`src/rtl/spi_rd_pkg.sv`:
```
package spi_rd_pkg;
   typedef enum logic [1:0] {
      ST_IDLE = 2'd0,
      ST_READ = 2'd1,
      ST_BYTE = 2'd2
   } spi_rd_state_e;

   localparam logic [7:0] CMD_READ = 8'h03;
   localparam int WORD_W    = 32;
   localparam int FLASH_AW  = 24;
   localparam int CMD_BITS  = 8;
   localparam int BYTE_BITS = 8;
endpackage

```
`src/rtl/spi_rd_shreg.sv`:
```
module spi_rd_shreg #(
   parameter int W = 32
) (
   input  logic         clk,
   input  logic         rst,
   input  logic         load,
   input  logic [W-1:0] load_val,
   input  logic         step,
   input  logic         capture,
   input  logic         miso,
   output logic         mosi,
   output logic [W-1:0] rx_nxt
);
   logic [W-1:0] tx_q;
   logic [W-1:0] rx_q;

   always_ff @(posedge clk) begin
      if (rst) begin
         tx_q <= '0;
         rx_q <= '0;
      end else begin
         if (load)
            tx_q <= load_val;
         else if (step)
            tx_q <= {tx_q[W-2:0], 1'b0};
         if (capture)
            rx_q <= rx_nxt;
      end
   end

   assign mosi   = tx_q[W-1];
   assign rx_nxt = {rx_q[W-2:0], miso};
endmodule

```
`src/rtl/spi_rd_seqaddr.sv`:
```
module spi_rd_seqaddr #(
   parameter int AW = 22
) (
   input  logic          clk,
   input  logic          rst,
   input  logic          take,
   input  logic [AW-1:0] take_adr,
   output logic [AW-1:0] next_adr
);
   always_ff @(posedge clk) begin
      if (rst)
         next_adr <= '0;
      else if (take)
         next_adr <= take_adr + 1'b1;
   end
endmodule

```
`src/rtl/spi_rd_ctrl.sv`:
```
module spi_rd_ctrl
   import spi_rd_pkg::*;
#(
   parameter int ADDR_W   = 22,
   parameter bit OPT_PIPE = 1'b1
) (
   input  logic              clk,
   input  logic              rst,
   input  logic              bus_cyc,
   input  logic              bus_stb,
   input  logic              bus_we,
   input  logic [ADDR_W:0]   bus_adr,
   input  logic [31:0]       bus_wdat,
   output logic              bus_stall,
   output logic              bus_ack,
   output logic [31:0]       bus_rdat,
   output logic              spi_cs_n,
   output logic              spi_sck,
   output logic              spi_mosi,
   input  logic              spi_miso
);
   localparam int CNT_W = 7;
   localparam int READ_BITS = CMD_BITS + FLASH_AW + WORD_W;
   localparam logic [CNT_W-1:0] LAST_READ  = CNT_W'(READ_BITS - 1);
   localparam logic [CNT_W-1:0] LAST_BYTE  = CNT_W'(BYTE_BITS - 1);
   localparam logic [CNT_W-1:0] DATA_START = CNT_W'(CMD_BITS + FLASH_AW);

   if (ADDR_W < 1 || ADDR_W > FLASH_AW - 2) begin : g_bad_addr_w
      $error("ADDR_W must lie between 1 and 22");
   end
   if (READ_BITS >= (1 << CNT_W)) begin : g_bad_cnt_w
      $error("bit counter too narrow");
   end

   spi_rd_state_e    state;
   logic [CNT_W-1:0] cnt;
   logic             sck_r;
   logic             rd_cs_n;
   logic             ovr_cs_n;
   logic [7:0]       ovr_rx;
   logic             ack_r;
   logic [31:0]      rdat_r;

   logic             is_ctl;
   logic             accept;
   logic             pipe_take;
   logic             start_any;
   logic [WORD_W-1:0] load_val;
   logic [WORD_W-1:0] rx_nxt;
   logic [FLASH_AW-1:0] byte_adr;
   logic [31:0]      status_word;
   logic             capture;
   logic             unused_wdat;

   assign unused_wdat = ^bus_wdat[31:9];

   assign is_ctl    = bus_adr[ADDR_W];
   assign bus_stall = (state != ST_IDLE) && !pipe_take;
   assign accept    = bus_cyc && bus_stb && !bus_stall;
   assign byte_adr  = FLASH_AW'({bus_adr[ADDR_W-1:0], 2'b00});
   assign status_word = 32'({(state != ST_IDLE), ovr_cs_n, ovr_rx});

   assign start_any = accept && (state == ST_IDLE) &&
                      ((!is_ctl && !bus_we) || (is_ctl && bus_we && !bus_wdat[8]));
   assign load_val  = is_ctl ? {bus_wdat[7:0], {(WORD_W-BYTE_BITS){1'b0}}}
                             : {CMD_READ, byte_adr};
   assign capture   = sck_r && ((state == ST_BYTE) || (cnt >= DATA_START));

   spi_rd_shreg #(.W(WORD_W)) u_shreg (
      .clk      (clk),
      .rst      (rst),
      .load     (start_any),
      .load_val (load_val),
      .step     (sck_r),
      .capture  (capture),
      .miso     (spi_miso),
      .mosi     (spi_mosi),
      .rx_nxt   (rx_nxt)
   );

   if (OPT_PIPE) begin : g_pipe
      logic [ADDR_W-1:0] next_adr;

      spi_rd_seqaddr #(.AW(ADDR_W)) u_seq (
         .clk      (clk),
         .rst      (rst),
         .take     (accept && !is_ctl && !bus_we),
         .take_adr (bus_adr[ADDR_W-1:0]),
         .next_adr (next_adr)
      );

      assign pipe_take = (state == ST_READ) && (cnt == LAST_READ) &&
                         bus_cyc && bus_stb && !bus_we && !is_ctl &&
                         (bus_adr[ADDR_W-1:0] == next_adr);
   end else begin : g_nopipe
      assign pipe_take = 1'b0;
   end

   always_ff @(posedge clk) begin
      if (rst) begin
         state    <= ST_IDLE;
         cnt      <= '0;
         sck_r    <= 1'b0;
         rd_cs_n  <= 1'b1;
         ovr_cs_n <= 1'b1;
         ovr_rx   <= '0;
         ack_r    <= 1'b0;
         rdat_r   <= '0;
      end else begin
         ack_r <= 1'b0;
         unique case (state)
            ST_IDLE: begin
               if (accept) begin
                  if (is_ctl && bus_we) begin
                     ovr_cs_n <= bus_wdat[8];
                     if (bus_wdat[8]) begin
                        ack_r <= 1'b1;
                     end else begin
                        state <= ST_BYTE;
                        sck_r <= 1'b1;
                        cnt   <= '0;
                     end
                  end else if (is_ctl) begin
                     ack_r  <= 1'b1;
                     rdat_r <= status_word;
                  end else if (bus_we) begin
                     ack_r <= 1'b1;
                  end else begin
                     state   <= ST_READ;
                     rd_cs_n <= 1'b0;
                     sck_r   <= 1'b1;
                     cnt     <= '0;
                  end
               end
            end
            ST_READ: begin
               if (!bus_cyc) begin
                  state   <= ST_IDLE;
                  sck_r   <= 1'b0;
                  rd_cs_n <= 1'b1;
               end else if (cnt == LAST_READ) begin
                  ack_r  <= 1'b1;
                  rdat_r <= rx_nxt;
                  if (pipe_take) begin
                     cnt <= DATA_START;
                  end else begin
                     state   <= ST_IDLE;
                     sck_r   <= 1'b0;
                     rd_cs_n <= 1'b1;
                  end
               end else begin
                  cnt <= cnt + 1'b1;
               end
            end
            ST_BYTE: begin
               if (!bus_cyc) begin
                  state <= ST_IDLE;
                  sck_r <= 1'b0;
               end else if (cnt == LAST_BYTE) begin
                  ack_r  <= 1'b1;
                  ovr_rx <= rx_nxt[7:0];
                  state  <= ST_IDLE;
                  sck_r  <= 1'b0;
               end else begin
                  cnt <= cnt + 1'b1;
               end
            end
            default: state <= ST_IDLE;
         endcase
      end
   end

   assign spi_cs_n = rd_cs_n & ovr_cs_n;
   assign spi_sck  = sck_r;
   assign bus_ack  = ack_r & bus_cyc;
   assign bus_rdat = rdat_r;
endmodule

```
`config.mk`:
```
export PLATFORM = sky130hd
export DESIGN_NAME = spi_rd_ctrl
export DESIGN_NICKNAME = d
export VERILOG_FILES = /design/src/rtl/spi_rd_pkg.sv /design/src/rtl/spi_rd_shreg.sv /design/src/rtl/spi_rd_seqaddr.sv /design/src/rtl/spi_rd_ctrl.sv
export SDC_FILE = /design/constraint.sdc
export NUM_CORES = 1
export LEC_CHECK = 0
export BUFFER_PORTS_ARGS = -buffer_cell sky130_fd_sc_hd__buf_2
export CAP_MARGIN = 10
export CORE_ASPECT_RATIO = 2
export CORE_MARGIN = 5
export CORE_UTILIZATION = 50
export CTS_BUF_LIST = sky130_fd_sc_hd__clkbuf_8
export DETAILED_ROUTE_END_ITERATION = 7
export GPL_TIMING_DRIVEN = 0
export PLACE_DENSITY = 0.72
export SLEW_MARGIN = 20
export SYNTH_ARGS = -nofsm -noshare
export SYNTH_HDL_FRONTEND = slang
export SYNTH_SLANG_ARGS = --single-unit
```
`constraint.sdc`:
```
create_clock -name clk -period 3.95 [get_ports clk]
set_clock_uncertainty 0.2 [all_clocks]
set_input_delay 0.9875 -clock clk [delete_from_list [all_inputs] [get_ports clk]]
set_output_delay 0.9875 -clock clk [all_outputs]
set_load 0.01 [all_outputs]
```
## Word-level counts from Yosys, hierarchy flattened

Cells that the tools add are included.

- Equality and inequality tests: 21
- Order comparisons: 1
- Add/subtract/negate cells: 2
- Reduce and logical (&&, ||, !) cells: 36
- Bitwise operators: 2
- Muxes and demuxes: 60

Operator list:

| operator | number |
|---|---|
| two-way mux 32 bit | 8 |
| two-way mux 7 bit | 10 |
| case mux 32 bit (2 select lines) | 1 |
| two-way mux 1 bit | 26 |
| adder 22 x 1 -> 22 bit, second input constant | 1 |
| == test 22 bit | 1 |
| case mux 7 bit (3 select lines) | 1 |
| two-way mux 2 bit | 10 |
| logical AND 1 bit | 17 |
| != test 2 bit, second input constant | 8 |
| AND reduction 7 bit | 2 |
| != test 3 x 2 -> 1 bit, second input constant | 4 |
| != test 3 bit, second input constant | 3 |
| AND reduction 9 bit | 1 |
| AND reduction 8 bit | 1 |
| adder 7 x 1 -> 7 bit, second input constant | 1 |
| == test 7 x 3 -> 1 bit, second input constant | 1 |
| == test 7 x 6 -> 1 bit, second input constant | 1 |
| greater-or-equal comparator 7 x 6 -> 1 bit, second input constant | 1 |
| case mux 1 bit (3 select lines) | 2 |
| case mux 2 bit (3 select lines) | 1 |
| AND reduction 3 bit | 2 |
| AND reduction 6 bit | 1 |
| nonzero test 2 bit | 3 |
| 9 further kinds | 15 |

- Bits in registers: 138
- Word-level logic and storage cells: 133
- Input port bits: 61
- Output and inout port bits: 37

## Depth between registers and ports, before layout

- Depth after elaboration: 14
- Gate-level depth with buffers: 10
- Depth with buffers taken out: 8

## Modules after synthesis

From an unflattened synthesis, not the netlist that was laid out.

- Cells, all modules: 721
- Area total of the unflattened synthesis: 6,786.5 µm²

By module, submodules not included:

| module | area each (µm²) | sequential area each (µm²) | times used | cells each |
|---|---|---|---|---|
| spi_rd_ctrl | 2,867.8 | 1,061.0 | 1 | 338 |
| spi_rd_shreg | 2,760.1 | 1,261.2 | 1 | 244 |
| spi_rd_seqaddr | 1,158.6 | 440.4 | 1 | 139 |

## Least setup slack after synthesis

OpenSTA, ideal clock, no wires.

- Path type: input to output
- Start: in bus_adr[13]
- End: out bus_stall
- Stages: 7
- Arrival time: 2.043 ns
- Data required time: 2.763 ns
- Path buffers: 2
- Path slack: 0.720 ns
- Path through: buf_2 > xor2_1 > nor4_1 > and4_1 > and4_1 > buf_6 > nor2_1

- Word-level cells in the longest chain between the ends: 4

Ends and longest elaborated chain:

| element | RTL line | RTL |
|---|---|---|
| start: declaration | spi_rd_ctrl.sv:12 | `input logic [ADDR_W:0] bus_adr,` |
| == test 22 bit | spi_rd_ctrl.sv:94 | `(bus_adr[ADDR_W-1:0] == next_adr);` |
| logical AND 1 bit | spi_rd_ctrl.sv:93 | `bus_cyc && bus_stb && !bus_we && !is_ctl &&` |
| logical NOT 1 bit | spi_rd_ctrl.sv:58 | `assign bus_stall = (state != ST_IDLE) && !pipe_take;` |
| logical AND 1 bit | spi_rd_ctrl.sv:58 |  |
| end: declaration | spi_rd_ctrl.sv:14 | `output logic bus_stall,` |

No other way between the ends.

## Worst setup path in the final report

- Start: in bus_adr[5]
- End: out bus_stall

The elaborated chain is that of the path after synthesis.

==> flow_summary_export.csv <==
group,metric,value,unit
run_status,run_status,"complete, no violations",
finish,num-fill-cells,1118,
drt,via_count,5401,
hold_path,worstHoldEndpoint,"bus_rdat[9]",
timing,final_min_period_over_clock_period,95.0,%
floorplanning,initial_utilization,50.7,%
floorplanning,i_o_pin_count,98,
placement,detailedPlacementHpwl,12100,um
setup_path,cp.required,2.76,ns
clock_tree,cts_max_path_buffers,2,
yosys,synth.lib_cells_used.distinct,53,
placement,port_buffers,70,
global_route,grtUsageTotal,21.8,%
floorplanning,floorplan.core_area,12100,um^2
drt,drt_iter0_markers,318,
floorplanning,die_h,167,um
finish,final_common_cell,"dfxtp_1",
yosys,post_synth_instance_area,6150,um^2
drt,postRouteWirelength,15800,um
setup_path,critPathMaxFanout,8,
clock_tree,clk-insertion-delay-late,0.44,ns
timing,timing_max_transition_violations_final,0,
pwr,power_density,454,nW/um^2
setup_path,launching_element_type_of_the_critical_path,"primary input",
hold_path,min_path_type,"flip-flop to flip-flop",
timing,tightest_slew,0.764,ns
yosys,asyncSetResetFlopFracSynth,0,%
yosys,syn_nets,768,
global_route,grt_antenna_before_repair,1,
floorplanning,die-area,14800,um^2
clock_tree,resized_gates_after_cts,0,
floorplanning,fp-row-count,57,
placement,gp_congestion,0.931,
yosys,synth-edff-count,0,
hold_path,hold_start,"bus_rdat[9]",
timing,fin_setup_tns,0,ns
global_route,global_route_wire_length_before_repair,25500,um
timing,grt_setup_unrepaired,"false",
finish,multiInputGateArea,3180,um^2
timing,report.final.hold_viol_count,0,
setup_path,criticalPathCategory,"primary input to output pin",
finish,ff_latch_area,2720,um^2
setup_path,worst_ep_arrival_time,2.56,ns
finish,area_overhead_of_the_layout_relative_to_synthesis,16.2,%
setup_path,r2r-end,"cnt[1]",
clock_tree,worst_setup_hold_path_clk_slew,0.08,ns
hold_path,hold_path_depth,2,
drt,antenna_violating_nets_post_route,0,
yosys,seq_area_frac_synth,44.3,%
global_route,grt_pass1_vias,5483,
timing,max_slew_margin,48.7,%
job,maxCapViolations,0,
clock_tree,cts_hold_buffers,0,
finish,nNetsFinal,857,
timing,setup-violations-final,0,
clock_tree,post-cts-setup-buffers,0,
floorplanning,die_w,88.4,um
timing,finalWorstPathRequiredPeriod,3.75,ns
setup_path,regToRegStartpoint,"state[1]",
finish,final_layout_size_suffix_gt1_share,18.3,%
setup_path,timing.critical_path.to_type,"output pin",
setup_path,reg2reg_setup_slack,1.12,ns
clock_tree,clock_tree.htree_level_count,4,
yosys,post_synth_inst_count,700,
global_route,grt_max_degree,17,
yosys,synth-seq-cells,136,
yosys,synth_top_flop_cell,"dfxtp_1",
clock_tree,clock-sinks,136,
drt,remaining_drcs,0,
drt,wire_per_inst,16.6,um
yosys,yosys_warning_total,0,
finish,mostFrequentLayoutCells,"dfxtp_1, nor2_1, nand2_1, buf_2, a22oi_1",
pwr,worst_ir_drop_vdd,0.000328,V
timing,finalHoldWorstSlack,0.257,ns
timing,fmaxAchievable,267,MHz
drt,detail_route.first_pass.iterations,5,
drt,viasPerCell,5.69,
clock_tree,cts.root.buffer_cell,"clkbuf_8",
global_route,overflow,0,
pwr,power_leakage,2.73,nW
setup_path,worst-r2r-cell-count,9,
yosys,syn_area_per_cell,8.79,um^2
clock_tree,cts_buffers,17,
clock_tree,tritoncts,"done",
worst max path at each step:
stage / endpoint / cells after the start / slack, ns / startpoint
after floorplan: bus_stall / 7 / 0.72 / bus_adr[13]
after global placement: bus_stall / 7 / 0.28 / bus_adr[5]
after detailed placement: bus_stall / 7 / 0.23 / bus_adr[5]
after CTS: bus_stall / 7 / 0.22 / bus_adr[5]
after global routing: bus_stall / 7 / 0.14 / bus_adr[5]
final: bus_stall / 7 / 0.20 / bus_adr[5]
report_power, final:
part           switching (mW)  internal [mW]  total [mW]
registers              0.0302           1.42        1.45
logic                   0.304          0.183       0.488
clock network           0.550          0.755        1.31
cell type report:
cell class / instances / area share, %
inverters: 10 / 0.525
diodes: 1 / 0.0350
clock buffers: 17 / 3.27
multi-input cells: 505 / 44.5
flip-flops and latches: 136 / 38.1
repair buffers: 70 / 4.90
clock inverters: 15 / 3.13
plain buffers: 49 / 2.98
well taps: 147 / 2.57
critical path, stage by stage:
cell	delay (ns)
clkbuf_1	0.26
xor2_1	0.18
nor4_1	0.50
and4_1	0.30
buf_6	0.13
nor2_1	0.05
buf_2	0.14
registers in the layout, indices dropped and copies added, names as in the netlist:
name	flops
bus_rdat	32
u_shreg.rx_q	31
u_shreg.tx_q	30
g_pipe.u_seq.next_adr	22
ovr_rx	8
cnt	7
state	2
ack_r	1
ovr_cs_n	1
rd_cs_n	1
spi_sck	1
kinds of logic (layout without fill, tap and decap cells):
family | after synthesis | in the layout | share of synthesized area (%)
AND/OR/NAND/NOR | 254 | 254 | 18.5
AO/OA/AOI/OAI | 153 | 153 | 17.2
flip-flops | 136 | 136 | 44.3
buffers and inverters | 59 | 161 | 4.07
multiplexers | 49 | 49 | 8.54
XOR/XNOR | 42 | 42 | 5.98
adder cells (fa/ha/maj) | 7 | 7 | 1.42
other | 0 | 1 | 0
cell usage after synthesis, types with 2 or more instances:
library cell	count	share of area (%)
a21oi_1	38	3.1
buf_6	2	0.37
nand4_1	7	0.71
nor2_1	105	6.4
nor3_1	10	0.81
nand3_1	14	1.1
and2_1	5	0.51
nand2_1	84	5.1
buf_2	7	0.57
a41o_1	2	0.33
mux2_2	28	5.1
nor4_1	9	0.92
and3_1	2	0.20
dfxtp_1	136	44
buf_1	2	0.12
and4_1	5	0.71
a211oi_1	34	4.1
ha_1	7	1.4
a31oi_1	2	0.20
clkbuf_1	36	2.2
inv_1	10	0.61
nand2b_1	2	0.20
or3_1	2	0.20
o21ai_1	2	0.16
o21ai_0	9	0.73
xnor2_1	8	1.1
a21o_1	3	0.37
mux2i_1	21	3.4
nor3b_1	3	0.37
xor2_1	34	4.8
a22oi_1	49	6.0
metrics by stage:
| stage | total power, mW | util (%) | worst slack (ns) | instances | instance area (um^2) |
|---|---|---|---|---|---|
| final | 3.24 | 58.9 | 0.199 | 950 | 7150 |
| after floorplan | 1.80 | - | 0.720 | 700 | 6150 |
| after detailed placement | 1.97 | 55.1 | 0.228 | 917 | 6690 |
| after global placement | 1.95 | 55.1 | 0.276 | 917 | 6690 |
| after global routing | 3.37 | 58.9 | 0.137 | 950 | 7150 |
| after CTS | 3.26 | 58.9 | 0.224 | 949 | 7140 |
routing by layer:
| metal | track usage [%] | up-vias | wire, um |
|---|---|---|---|
| met2 | 41.7 | 168 | 8980 |
| li1 | - | 2648 | - |
| met1 | 20.2 | 2536 | 5420 |
| met5 | 0 | - | 0 |
| met3 | 4.45 | 49 | 689 |
| met4 | 11.8 | 0 | 703 |
Note: power is estimated with default switching activity, not from simulation.
